[config.mk]
export PLATFORM = sky130hd
export DESIGN_NAME = zqcal_sched
export DESIGN_NICKNAME = d
export VERILOG_FILES = /design/src/rtl/zqs_pkg.sv /design/src/rtl/zqs_interval_timer.sv /design/src/rtl/zqs_prech_guard.sv /design/src/rtl/zqs_window_timer.sv /design/src/rtl/zqcal_sched.sv
export SDC_FILE = /design/constraint.sdc
export NUM_CORES = 1
export LEC_CHECK = 0
export BUFFER_PORTS_ARGS = -buffer_cell sky130_fd_sc_hd__buf_2
export CAP_MARGIN = 40
export CELL_PAD_IN_SITES_DETAIL_PLACEMENT = 0
export CELL_PAD_IN_SITES_GLOBAL_PLACEMENT = 1
export CORE_MARGIN = 5
export CORE_UTILIZATION = 41
export DETAILED_ROUTE_END_ITERATION = 16
export GPL_TIMING_DRIVEN = 0
export PLACE_DENSITY = 0.78
export SYNTH_ARGS = -nofsm -noshare
export SYNTH_HDL_FRONTEND = slang
export SYNTH_SLANG_ARGS = --single-unit
[constraint.sdc]
create_clock -name clk -period 4.45 [get_ports clk]
set_clock_uncertainty 0.2 [all_clocks]
set_input_delay 0.6675 -clock clk [delete_from_list [all_inputs] [get_ports clk]]
set_output_delay 0.6675 -clock clk [all_outputs]
set_load 0.01 [all_outputs]
[src/rtl/zqs_pkg.sv]
// Shared types and constants for the impedance calibration scheduler.
package zqs_pkg;

    // Scheduler states
    typedef enum logic [1:0] {
        ST_IDLE = 2'd0,   // nothing pending
        ST_PREP = 2'd1,   // waiting for banks idle and tRP
        ST_REQ  = 2'd2,   // requesting the command slot
        ST_WIN  = 2'd3    // blackout window running
    } zqs_state_t;

    // Calibration kind as seen on cal_kind
    typedef enum logic {
        CAL_SHORT = 1'b0,
        CAL_LONG  = 1'b1
    } zqs_kind_t;

    // A short calibration needs at least this many cycles to take effect
    localparam int MIN_SHORT_WIN = 64;

endpackage

[src/rtl/zqs_interval_timer.sv]
// Periodic interval timer.
// Counts tick pulses and gives a one-cycle pulse on due once cfg_ivl ticks
// have been counted since the last restart. An interval of zero acts as one.
// Assumes tick is a single-cycle pulse of a slow timebase.
module zqs_interval_timer #(
    parameter int IVL_W = 24
) (
    input  logic             clk,
    input  logic             rst_n,
    input  logic             tick,
    input  logic             restart,
    input  logic [IVL_W-1:0] cfg_ivl,
    output logic             due
);

    logic [IVL_W-1:0] tick_cnt;
    logic [IVL_W-1:0] ivl_eff;

    // Treat a zero interval as one tick
    always_comb begin
        ivl_eff = (cfg_ivl == '0) ? IVL_W'(1) : cfg_ivl;
    end

    // Count ticks since the last restart and flag expiry
    always_ff @(posedge clk) begin
        if (!rst_n) begin
            tick_cnt <= '0;
            due      <= 1'b0;
        end else begin
            due <= 1'b0;
            if (restart) begin
                tick_cnt <= '0;
            end else if (tick) begin
                if (tick_cnt >= ivl_eff - IVL_W'(1)) begin
                    tick_cnt <= '0;
                    due      <= 1'b1;
                end else begin
                    tick_cnt <= tick_cnt + IVL_W'(1);
                end
            end
        end
    end

endmodule

[src/rtl/zqs_prech_guard.sv]
// Precharge guard.
// Reports ready when every bank is idle and at least cfg_trp cycles have
// passed since the last precharge pulse. After reset tRP counts as elapsed.
// Assumes pre_done marks the cycle a precharge went out on the channel.
module zqs_prech_guard #(
    parameter int NUM_BANKS = 8,
    parameter int TRP_W     = 8
) (
    input  logic                 clk,
    input  logic                 rst_n,
    input  logic [NUM_BANKS-1:0] bank_idle,
    input  logic                 pre_done,
    input  logic [TRP_W-1:0]     cfg_trp,
    output logic                 all_idle,
    output logic                 ready
);

    logic [TRP_W-1:0] trp_left;

    // Reduce the per-bank idle flags
    always_comb begin
        all_idle = &bank_idle;
    end

    // Count down the precharge time after each precharge
    always_ff @(posedge clk) begin
        if (!rst_n) begin
            trp_left <= '0;
        end else if (pre_done) begin
            trp_left <= cfg_trp;
        end else if (trp_left != '0) begin
            trp_left <= trp_left - TRP_W'(1);
        end
    end

    // Ready once banks are idle and tRP has run out
    always_comb begin
        ready = all_idle && (trp_left == '0) && !pre_done;
    end

endmodule

[src/rtl/zqs_window_timer.sv]
// Blackout window timer.
// Loads a cycle count when a calibration is granted. It is busy while the
// count is non-zero and flags the last busy cycle. Assumes load_val >= 1.
module zqs_window_timer #(
    parameter int WIN_W = 16
) (
    input  logic             clk,
    input  logic             rst_n,
    input  logic             load,
    input  logic [WIN_W-1:0] load_val,
    output logic             busy,
    output logic             last
);

    logic [WIN_W-1:0] remain;

    // Load on grant, then count down to zero
    always_ff @(posedge clk) begin
        if (!rst_n) begin
            remain <= '0;
        end else if (load) begin
            remain <= load_val;
        end else if (remain != '0) begin
            remain <= remain - WIN_W'(1);
        end
    end

    // Decode busy and final-cycle flags
    always_comb begin
        busy = (remain != '0);
        last = (remain == WIN_W'(1));
    end

endmodule

[src/rtl/zqcal_sched.sv]
// Impedance calibration scheduler (top).
// Asks for one long calibration after reset and then short calibrations on
// a tick-based interval. It also accepts extra long requests. Each command
// waits for all banks idle plus tRP and then raises a channel blackout for
// the matching window.
// Assumes the arbiter grants nothing else while channel_block is high and
// sends a precharge-all when pre_all_req is high.
module zqcal_sched
    import zqs_pkg::*;
#(
    parameter int NUM_BANKS = 8,
    parameter int WIN_W     = 16,
    parameter int TRP_W     = 8,
    parameter int IVL_W     = 24
) (
    input  logic                 clk,
    input  logic                 rst_n,
    input  logic                 tick,
    input  logic [WIN_W-1:0]     cfg_first_long_win,
    input  logic [WIN_W-1:0]     cfg_long_win,
    input  logic [WIN_W-1:0]     cfg_short_win,
    input  logic [TRP_W-1:0]     cfg_trp,
    input  logic [IVL_W-1:0]     cfg_interval,
    input  logic [NUM_BANKS-1:0] bank_idle,
    input  logic                 pre_done,
    input  logic                 ext_long_req,
    input  logic                 cal_gnt,
    output logic                 cal_req,
    output logic                 cal_kind,
    output logic                 pre_all_req,
    output logic                 channel_block
);

    localparam logic [WIN_W-1:0] SHORT_FLOOR = WIN_W'(MIN_SHORT_WIN);
    localparam logic [WIN_W-1:0] ONE_CYCLE   = WIN_W'(1);

    // Captured configuration
    logic [WIN_W-1:0] first_win_q, long_win_q, short_win_q;
    logic [TRP_W-1:0] trp_q;
    logic [IVL_W-1:0] ivl_q;

    zqs_state_t state_q, state_d;
    logic       first_q, long_pend_q, short_pend_q;
    logic       issue, issue_long;
    logic       all_idle, ready, due, win_busy, win_last;
    logic [WIN_W-1:0] win_len;
    zqs_kind_t  kind_now;

    // Capture configuration while reset is held
    always_ff @(posedge clk) begin
        if (!rst_n) begin
            first_win_q <= cfg_first_long_win;
            long_win_q  <= cfg_long_win;
            short_win_q <= cfg_short_win;
            trp_q       <= cfg_trp;
            ivl_q       <= cfg_interval;
        end
    end

    zqs_interval_timer #(.IVL_W(IVL_W)) u_ivl (
        .clk     (clk),
        .rst_n   (rst_n),
        .tick    (tick),
        .restart (issue),
        .cfg_ivl (ivl_q),
        .due     (due)
    );

    zqs_prech_guard #(.NUM_BANKS(NUM_BANKS), .TRP_W(TRP_W)) u_guard (
        .clk       (clk),
        .rst_n     (rst_n),
        .bank_idle (bank_idle),
        .pre_done  (pre_done),
        .cfg_trp   (trp_q),
        .all_idle  (all_idle),
        .ready     (ready)
    );

    zqs_window_timer #(.WIN_W(WIN_W)) u_win (
        .clk      (clk),
        .rst_n    (rst_n),
        .load     (issue),
        .load_val (win_len),
        .busy     (win_busy),
        .last     (win_last)
    );

    // Pick the kind to issue: long beats short
    always_comb begin
        kind_now = long_pend_q ? CAL_LONG : CAL_SHORT;
    end

    // Drive request, kind and precharge-all outputs from state
    always_comb begin
        cal_req     = (state_q == ST_REQ) && ready;
        cal_kind    = kind_now;
        pre_all_req = (state_q == ST_PREP) && !all_idle;
        issue       = cal_req && cal_gnt;
        issue_long  = issue && (kind_now == CAL_LONG);
    end

    // Select window length for the command being granted
    always_comb begin
        if (kind_now == CAL_LONG) begin
            win_len = first_q ? first_win_q : long_win_q;
            if (win_len == '0) begin
                win_len = ONE_CYCLE;
            end
        end else begin
            win_len = (short_win_q < SHORT_FLOOR) ? SHORT_FLOOR : short_win_q;
        end
    end

    // Track pending long and short calibrations and the first-after-reset flag
    always_ff @(posedge clk) begin
        if (!rst_n) begin
            first_q      <= 1'b1;
            long_pend_q  <= 1'b1;
            short_pend_q <= 1'b0;
        end else begin
            if (issue_long) begin
                first_q <= 1'b0;
            end
            if (ext_long_req) begin
                long_pend_q <= 1'b1;
            end else if (issue_long) begin
                long_pend_q <= 1'b0;
            end
            if (issue) begin
                short_pend_q <= 1'b0;
            end else if (due) begin
                short_pend_q <= 1'b1;
            end
        end
    end

    // Next-state decision for the scheduler
    always_comb begin
        state_d = state_q;
        unique case (state_q)
            ST_IDLE: if (long_pend_q || short_pend_q) state_d = ST_PREP;
            ST_PREP: if (ready) state_d = ST_REQ;
            ST_REQ: begin
                if (!ready) begin
                    state_d = ST_PREP;
                end else if (cal_gnt) begin
                    state_d = ST_WIN;
                end
            end
            ST_WIN:  if (win_last) state_d = ST_IDLE;
            default: state_d = ST_IDLE;
        endcase
    end

    // Advance the scheduler state
    always_ff @(posedge clk) begin
        if (!rst_n) begin
            state_q <= ST_IDLE;
        end else begin
            state_q <= state_d;
        end
    end

    // Blackout follows the window timer
    always_comb begin
        channel_block = win_busy;
    end

endmodule

==> flow_metrics.env, run 1 <==
export IMPL_worstSetupPathType="register to register"
export IMPL_crit_family="simple AND/OR/NAND/NOR gates"
export IMPL_place_gp_congestion=0.808
export IMPL_critPathRequiredTime_ps=4600
export IMPL_cts_made_buffers=17
export IMPL_p_leak_uw=0.00319
export IMPL_fin_crit_sh_pct=98.1
export IMPL_drt_pass1_iterations=5
export IMPL_cp_end_kind="register"
export IMPL_final_cell_mix="101 x buf_2, 80 x edfxtp_1, 54 x dfxtp_1, 51 x nor2_1, 51 x nand2_1"
export IMPL_synth_edf_count=80
export IMPL_ir_drop_v=0.000262
export IMPL_grt_max_degree=68
export IMPL_synthAdderAreaFrac_pct=5.58
export IMPL_grt_antenna_before_repair=0
export IMPL_grt_util_all_layers_pct=16.9
export IMPL_cts_htree_levels=4
export IMPL_ys_seq_elements=134
export IMPL_placed_cells=907
export IMPL_dp_hpwl_um=11100
export IMPL_io_pins=98
export IMPL_port_buffers=95
export IMPL_syn_cell_area_um2=6500
export IMPL_fmax_mhz=229
export IMPL_ys_seq_area_share_pct=53.6
export IMPL_path_cells="or4_4 -> nor4_4 -> nand2b_1 -> nor2_4 -> nor2_2 -> ha_2 -> nand2_2 -> or4_4 -> nor2_4 -> nand2_1 -> xor2_1 -> ha_1 -> a41o_1 -> a21oi_2 -> nor3_2 -> a2111oi_4 -> a21boi_4 -> buf_6 -> nor3_1"
export IMPL_drt_iter0_drc=276
export IMPL_vias=4960
export IMPL_timing_hold_ws_ps=210
export IMPL_synth_main_ff_cell="edfxtp_1"
export IMPL_gr_total_overflow=0
export IMPL_yosysWarnings=0
export IMPL_core_area_um2=15700
export IMPL_yosysTopAreaCellShare_pct=36.9
export IMPL_clock_path_buffers=2
export IMPL_cpPeakStageDelay_ps=580
export IMPL_synth_compound_area_share_pct=8.96
export IMPL_nets=845
export IMPL_die_width_um=136
export IMPL_tns_ps=0
export IMPL_worst_hold_path_type="input pin to register"
export IMPL_clk_latency_ps=430
export IMPL_grt_pass1_wl_um=24300
export IMPL_post_drt_via_cell_ratio=5.22
export IMPL_synth_top_cell_by_area="edfxtp_1"
export IMPL_placed_cell_area_um2=7280
export IMPL_start_util_pct=41.4
export IMPL_yosys_area_share_simple_pct=19.3
export IMPL_cts_tree="built"
export IMPL_synth_mux_area_share_pct=3.25
export IMPL_synthXorXnorAreaFrac_pct=7.68
export IMPL_final_common_cell="buf_2"
export IMPL_worstSetupStartpointType="register"
export IMPL_synth_top_family_by_area="simple AND/OR/NAND/NOR gates"
export IMPL_setup_viol=0
export IMPL_dieArea_um2=18500
export IMPL_syn_avg_cell_area_um2=10.9
export IMPL_final_area_um2=8220
export IMPL_rsz0062_at_grt="true"
export IMPL_ys_types=60
export IMPL_cp_arrival_ps=4510
export IMPL_async_flop_share_pct=0
export IMPL_dieHeight_um=136
export IMPL_post_route_drc_count=0
export IMPL_wl_per_cell_um=16.1
export IMPL_root_buffer="clkbuf_16"
export IMPL_drive_gt1_share_pct=27.9
export IMPL_clk_pin_slew_ps=60
export IMPL_synth_area_leaders="edfxtp_1 37%, dfxtp_1 17%, ha_1 5.6%"
export IMPL_ant_nets=0
export IMPL_drt_wl_total_um=15300
export IMPL_antennaDiodeCount=0
export IMPL_syn_nets=718
export IMPL_run_status="finished clean"
export IMPL_cellPowerDensity_nw_per_um2=423
export IMPL_worst_slew_pin_slew_ps=771
export IMPL_hold_viol=0
export IMPL_cts_sinks=134
export IMPL_relSlewSlack_pct=47.9
export IMPL_cp_max_fo=6
export IMPL_post_route_util_pct=52.3
export IMPL_grt_pass1_vias=4948
export IMPL_rows=46
export IMPL_synthToLayoutAreaGrowth_pct=26.4
export IMPL_final_cell_count_no_fill=951
export IMPL_period_minus_slack_ps=4370
export IMPL_syn_inst=595
export IMPL_path_buf_inv=1
export IMPL_maxCapViolations=0
export IMPL_cp_slowest_cell="or4_4"
export IMPL_nFillCells=1377
export IMPL_slew_viol_final=0
## routing by layer
metal  global-route usage, %  routed length [um]
met1                    22.7                7190
met3                    5.03                 885
met4                    5.60                 163
met5                       0                   0
met2                    26.2                7080
## cell usage after synthesis (all sizes together), types with 6 or more instances
library cell,n
a211oi,11
a21oi,30
and3,8
buf,6
clkbuf,11
dfxtp,54
edfxtp,80
ha,29
inv,8
mux2,9
mux2i,11
nand2,52
nand2b,6
nand3,15
nand4,16
nor2,55
nor3,42
nor4,14
o21a,6
o21ai,8
or4,6
xnor2,29
xor2,28
## where the power goes
part           switching (uW)  internal, uW  leakage [uW]  total [uW]
sequential               97.2          1440       0.00122        1540
clock                     597           733      0.000270        1330
combinational             320           296       0.00169         615
total                    1010          2470       0.00319        3480
## kinds of logic after synthesis
kind of cell	after synthesis
XOR/XNOR	57
AO/OA/AOI/OAI	88
flip-flops	134
adder cells (fa/ha/maj)	29
multiplexers	20
buffers and inverters	27
AND/OR/NAND/NOR	240
## area by class of cell
cell class	count	area, um^2	area share (%)
Buffer	17	95.1	1.16
Clock buffer	17	425	5.18
Clock inverter	15	130	1.58
Inverter	10	37.5	0.457
Multi-Input combinational cell	434	3160	38.5
Sequential cell	134	3480	42.4
Tap cell	216	270	3.29
Timing Repair Buffer	108	614	7.47
## per-stage QoR
step / power (uW) / setup slack, ps
after floorplan: 1990 / 78.0
after global placement: 2140 / -1020
after detailed placement: 2160 / -1110
after CTS: 3510 / -9.20
after global routing: 3660 / -55.1
final: 3480 / 83.3
## sequential cells by signal, summed over array words and instances, names as in the netlist
name              cells
short_pend_q          1
u_ivl.tick_cnt       24
long_pend_q           1
first_q               1
ivl_q                24
state_q               2
first_win_q          16
trp_q                 8
u_win.remain         16
u_guard.trp_left      8
short_win_q          16
u_ivl.due             1
long_win_q           16
## final timing paths
| kind | start | end | slack [ps] | cells after the start |
|---|---|---|---|---|
| worst max-delay path | ivl_q[3]$_DFFE_PN_ | u_ivl.tick_cnt[10]$_SDFFE_PP0P_ | 80 | 19 |
| worst min-delay path | cfg_short_win[6] | short_win_q[6]$_DFFE_PN_ | 210 | 1 |
| worst max register to register | ivl_q[3]$_DFFE_PN_ | u_ivl.tick_cnt[10]$_SDFFE_PP0P_ | 80 | 19 |
| worst min register to register | u_ivl.due$_SDFF_PP0_ | short_pend_q$_SDFFE_PP0P_ | 230 | 2 |
## repair_timing
action	4_1_cts	5_1_grt
buffers inserted	4	6
pin swaps	5	32
cloned	0	2
setup endpoints to repair	25	25
hold buffers	0	0
resized for setup	20	38
Power figures use the tool's default switching activity.
==> run 2, diff against run 1 <==
CELL_PAD_IN_SITES_DETAIL_PLACEMENT = default   (was 0)
CELL_PAD_IN_SITES_GLOBAL_PLACEMENT = default   (was 1)
CORE_UTILIZATION = 52   (was 41)
clock period = 3.71 ns   (was 4.45 ns; I/O delays follow)
==> flow_metrics.env, run 2 (synthesized netlist as in run 1, its figures left out) <==
export IMPL_ir_drop_v=0.000387
export IMPL_io_pins=98
export IMPL_grt_antenna_before_repair=0
export IMPL_drive_gt1_share_pct=30.5
export IMPL_post_route_drc_count=0
export IMPL_nFillCells=852
export IMPL_rsz0062_at_grt="true"
export IMPL_cp_max_fo=5
export IMPL_run_status="complete, but fails checks"
export IMPL_maxCapViolations=0
export IMPL_layout_area_seq_um2=3480
export IMPL_multi_input_area_um2=3170
export IMPL_rows=40
export IMPL_drt_iter0_drc=305
export IMPL_dieArea_um2=14800
export IMPL_root_buffer="clkbuf_16"
export IMPL_worstSetupPathType="register to register"
export IMPL_grt_pass1_vias=5389
export IMPL_hold_viol=0
export IMPL_clk_latency_ps=420
export IMPL_cts_tree="built"
export IMPL_die_width_um=122
export IMPL_seq_power_share_pct=43.2
export IMPL_clock_path_buffers=2
export IMPL_wl_per_cell_um=16.9
export IMPL_dp_slack_ps=-858
export IMPL_nets=861
export IMPL_placed_cell_area_um2=7300
export IMPL_p_leak_uw=0.00327
export IMPL_grt_util_all_layers_pct=21.3
export IMPL_dp_hpwl_um=10800
export IMPL_swShare_pct=28.6
export IMPL_relSlewSlack_pct=45.1
export IMPL_place_gp_congestion=0.804
export IMPL_cp_end_kind="register"
export IMPL_path_cells="or4_4 -> nor4_4 -> nand2b_4 -> nor2_4 -> nor2_2 -> ha_2 -> nand2_2 -> or4_4 -> buf_4 -> nor3_2 -> xnor2_1 -> ha_1 -> nand4_1 -> nor3_4 -> a31oi_4 -> a21boi_2 -> buf_6 -> buf_8 -> nor3_2"
export IMPL_period_minus_slack_ps=4210
export IMPL_synthToLayoutAreaGrowth_pct=28.0
export IMPL_fin_crit_sh_pct=113
export IMPL_largestRegisters="ivl_q (24), u_ivl.tick_cnt (24)"
export IMPL_cts_made_buffers=17
export IMPL_fmax_mhz=237
export IMPL_p_switching_uw=1220
export IMPL_final_common_cell="buf_2"
export IMPL_final_cell_mix="101 x buf_2, 80 x edfxtp_1, 54 x dfxtp_1, 51 x nor2_1, 51 x nand2_1"
export IMPL_vias=5155
export IMPL_cts_sinks=134
export IMPL_cp_slowest_cell="or4_4"
export IMPL_p_clk_share_pct=38.9
export IMPL_cts_htree_levels=4
export IMPL_grt_pass1_wl_um=24900
export IMPL_dieHeight_um=122
export IMPL_grt_max_degree=55
export IMPL_ant_nets=0
export IMPL_cp_arrival_ps=4300
export IMPL_drt_pass1_iterations=5
export IMPL_critPathRequiredTime_ps=3800
export IMPL_worstSetupStartpointType="register"
export IMPL_antennaDiodeCount=0
export IMPL_gr_total_overflow=0
export IMPL_violations="negative setup slack"
export IMPL_worst_hold_path_type="input pin to register"
export IMPL_cpPeakStageDelay_ps=570
export IMPL_setup_viol=25
export IMPL_start_util_pct=53.7
export IMPL_cellPowerDensity_nw_per_um2=512
export IMPL_drt_wl_total_um=15500
export IMPL_post_route_util_pct=68.7
export IMPL_worst_slew_pin_slew_ps=812
export IMPL_post_drt_via_cell_ratio=5.61
export IMPL_fin_ws_ps=-501
export IMPL_final_area_um2=8320
export IMPL_clk_pin_slew_ps=60
export IMPL_slew_viol_final=0
export IMPL_port_buffers=95
export IMPL_p_comb_share_pct=17.9
export IMPL_p_int_uw=3040
export IMPL_core_area_um2=12100
run 2: cell type report:
| cell class | instances | area share, % |
|---|---|---|
| buffer | 17 | 1.19 |
| timing repair buffer | 124 | 8.84 |
| multi-input combinational | 434 | 38.1 |
| clock inverter | 15 | 1.91 |
| tap | 168 | 2.53 |
| clock buffer | 17 | 5.11 |
| inverter | 10 | 0.451 |
| sequential | 134 | 41.9 |
run 2: final timing paths:
| check | from | to | slack, ps | cells after the start |
|---|---|---|---|---|
| max | ivl_q[3]$_DFFE_PN_ | u_ivl.tick_cnt[4]$_SDFFE_PP0P_ | -500 | 19 |
| min | cfg_long_win[0] | long_win_q[0]$_DFFE_PN_ | 100 | 1 |
| max reg2reg | ivl_q[3]$_DFFE_PN_ | u_ivl.tick_cnt[4]$_SDFFE_PP0P_ | -500 | 19 |
| min reg2reg | trp_q[2]$_DFFE_PN_ | u_guard.trp_left[2]$_SDFFE_PN0P_ | 290 | 2 |
run 2: metal layers:
| layer | vias up | wire length, um | global-route usage, % |
|---|---|---|---|
| met5 | - | 0 | 0 |
| met2 | 153 | 8190 | 38.9 |
| li1 | 2503 | - | - |
| met3 | 39 | 900 | 6.27 |
| met4 | 0 | 427 | 8.19 |
| met1 | 2460 | 6010 | 23.2 |
run 2: worst max-delay path: cells and delay by family (launching register included):
family | cells | cell delay (ps)
AOI/OAI and AO/OA | 2 | 350
xor gates and xnor gates | 1 | 120
adders and majority gates | 2 | 480
buffers and inverters | 3 | 410
DFF | 1 | 400
and+or+nand+nor | 11 | 2120
run 2: what timing repair did:
| item | 4_1_cts | 5_1_grt |
|---|---|---|
| setup buffers | 20 | 7 |
| endpoints found under the setup margin | 25 | 25 |
| gates cloned | 2 | 0 |
| hold buffers | 0 | 0 |
| pin swaps | 20 | 15 |
| resized for setup | 35 | 12 |
run 2: metrics by stage:
stage / total power (uW) / setup TNS (ps) / hold slack [ps] / cells
floorplan: 2400 / -4460 / 211 / 595
global placement: 2550 / -16980 / 235 / 858
detailed placement: 2600 / -19280 / 235 / 859
CTS: 4260 / -9180 / 93.5 / 913
global route: 4450 / -15270 / 89.9 / 919
finish: 4260 / -11570 / 103 / 919
run 2: power by group through the flow:
stage          Sequential (uW)  Combinational (uW)  Clock, uW
5_1_grt                   1850                 847       1750
4_1_cts                   1840                 753       1670
3_3_place_gp              1860                 691          0
6_report                  1840                 762       1660
2_1_floorplan             1840                 553          0
3_5_place_dp              1870                 728          0
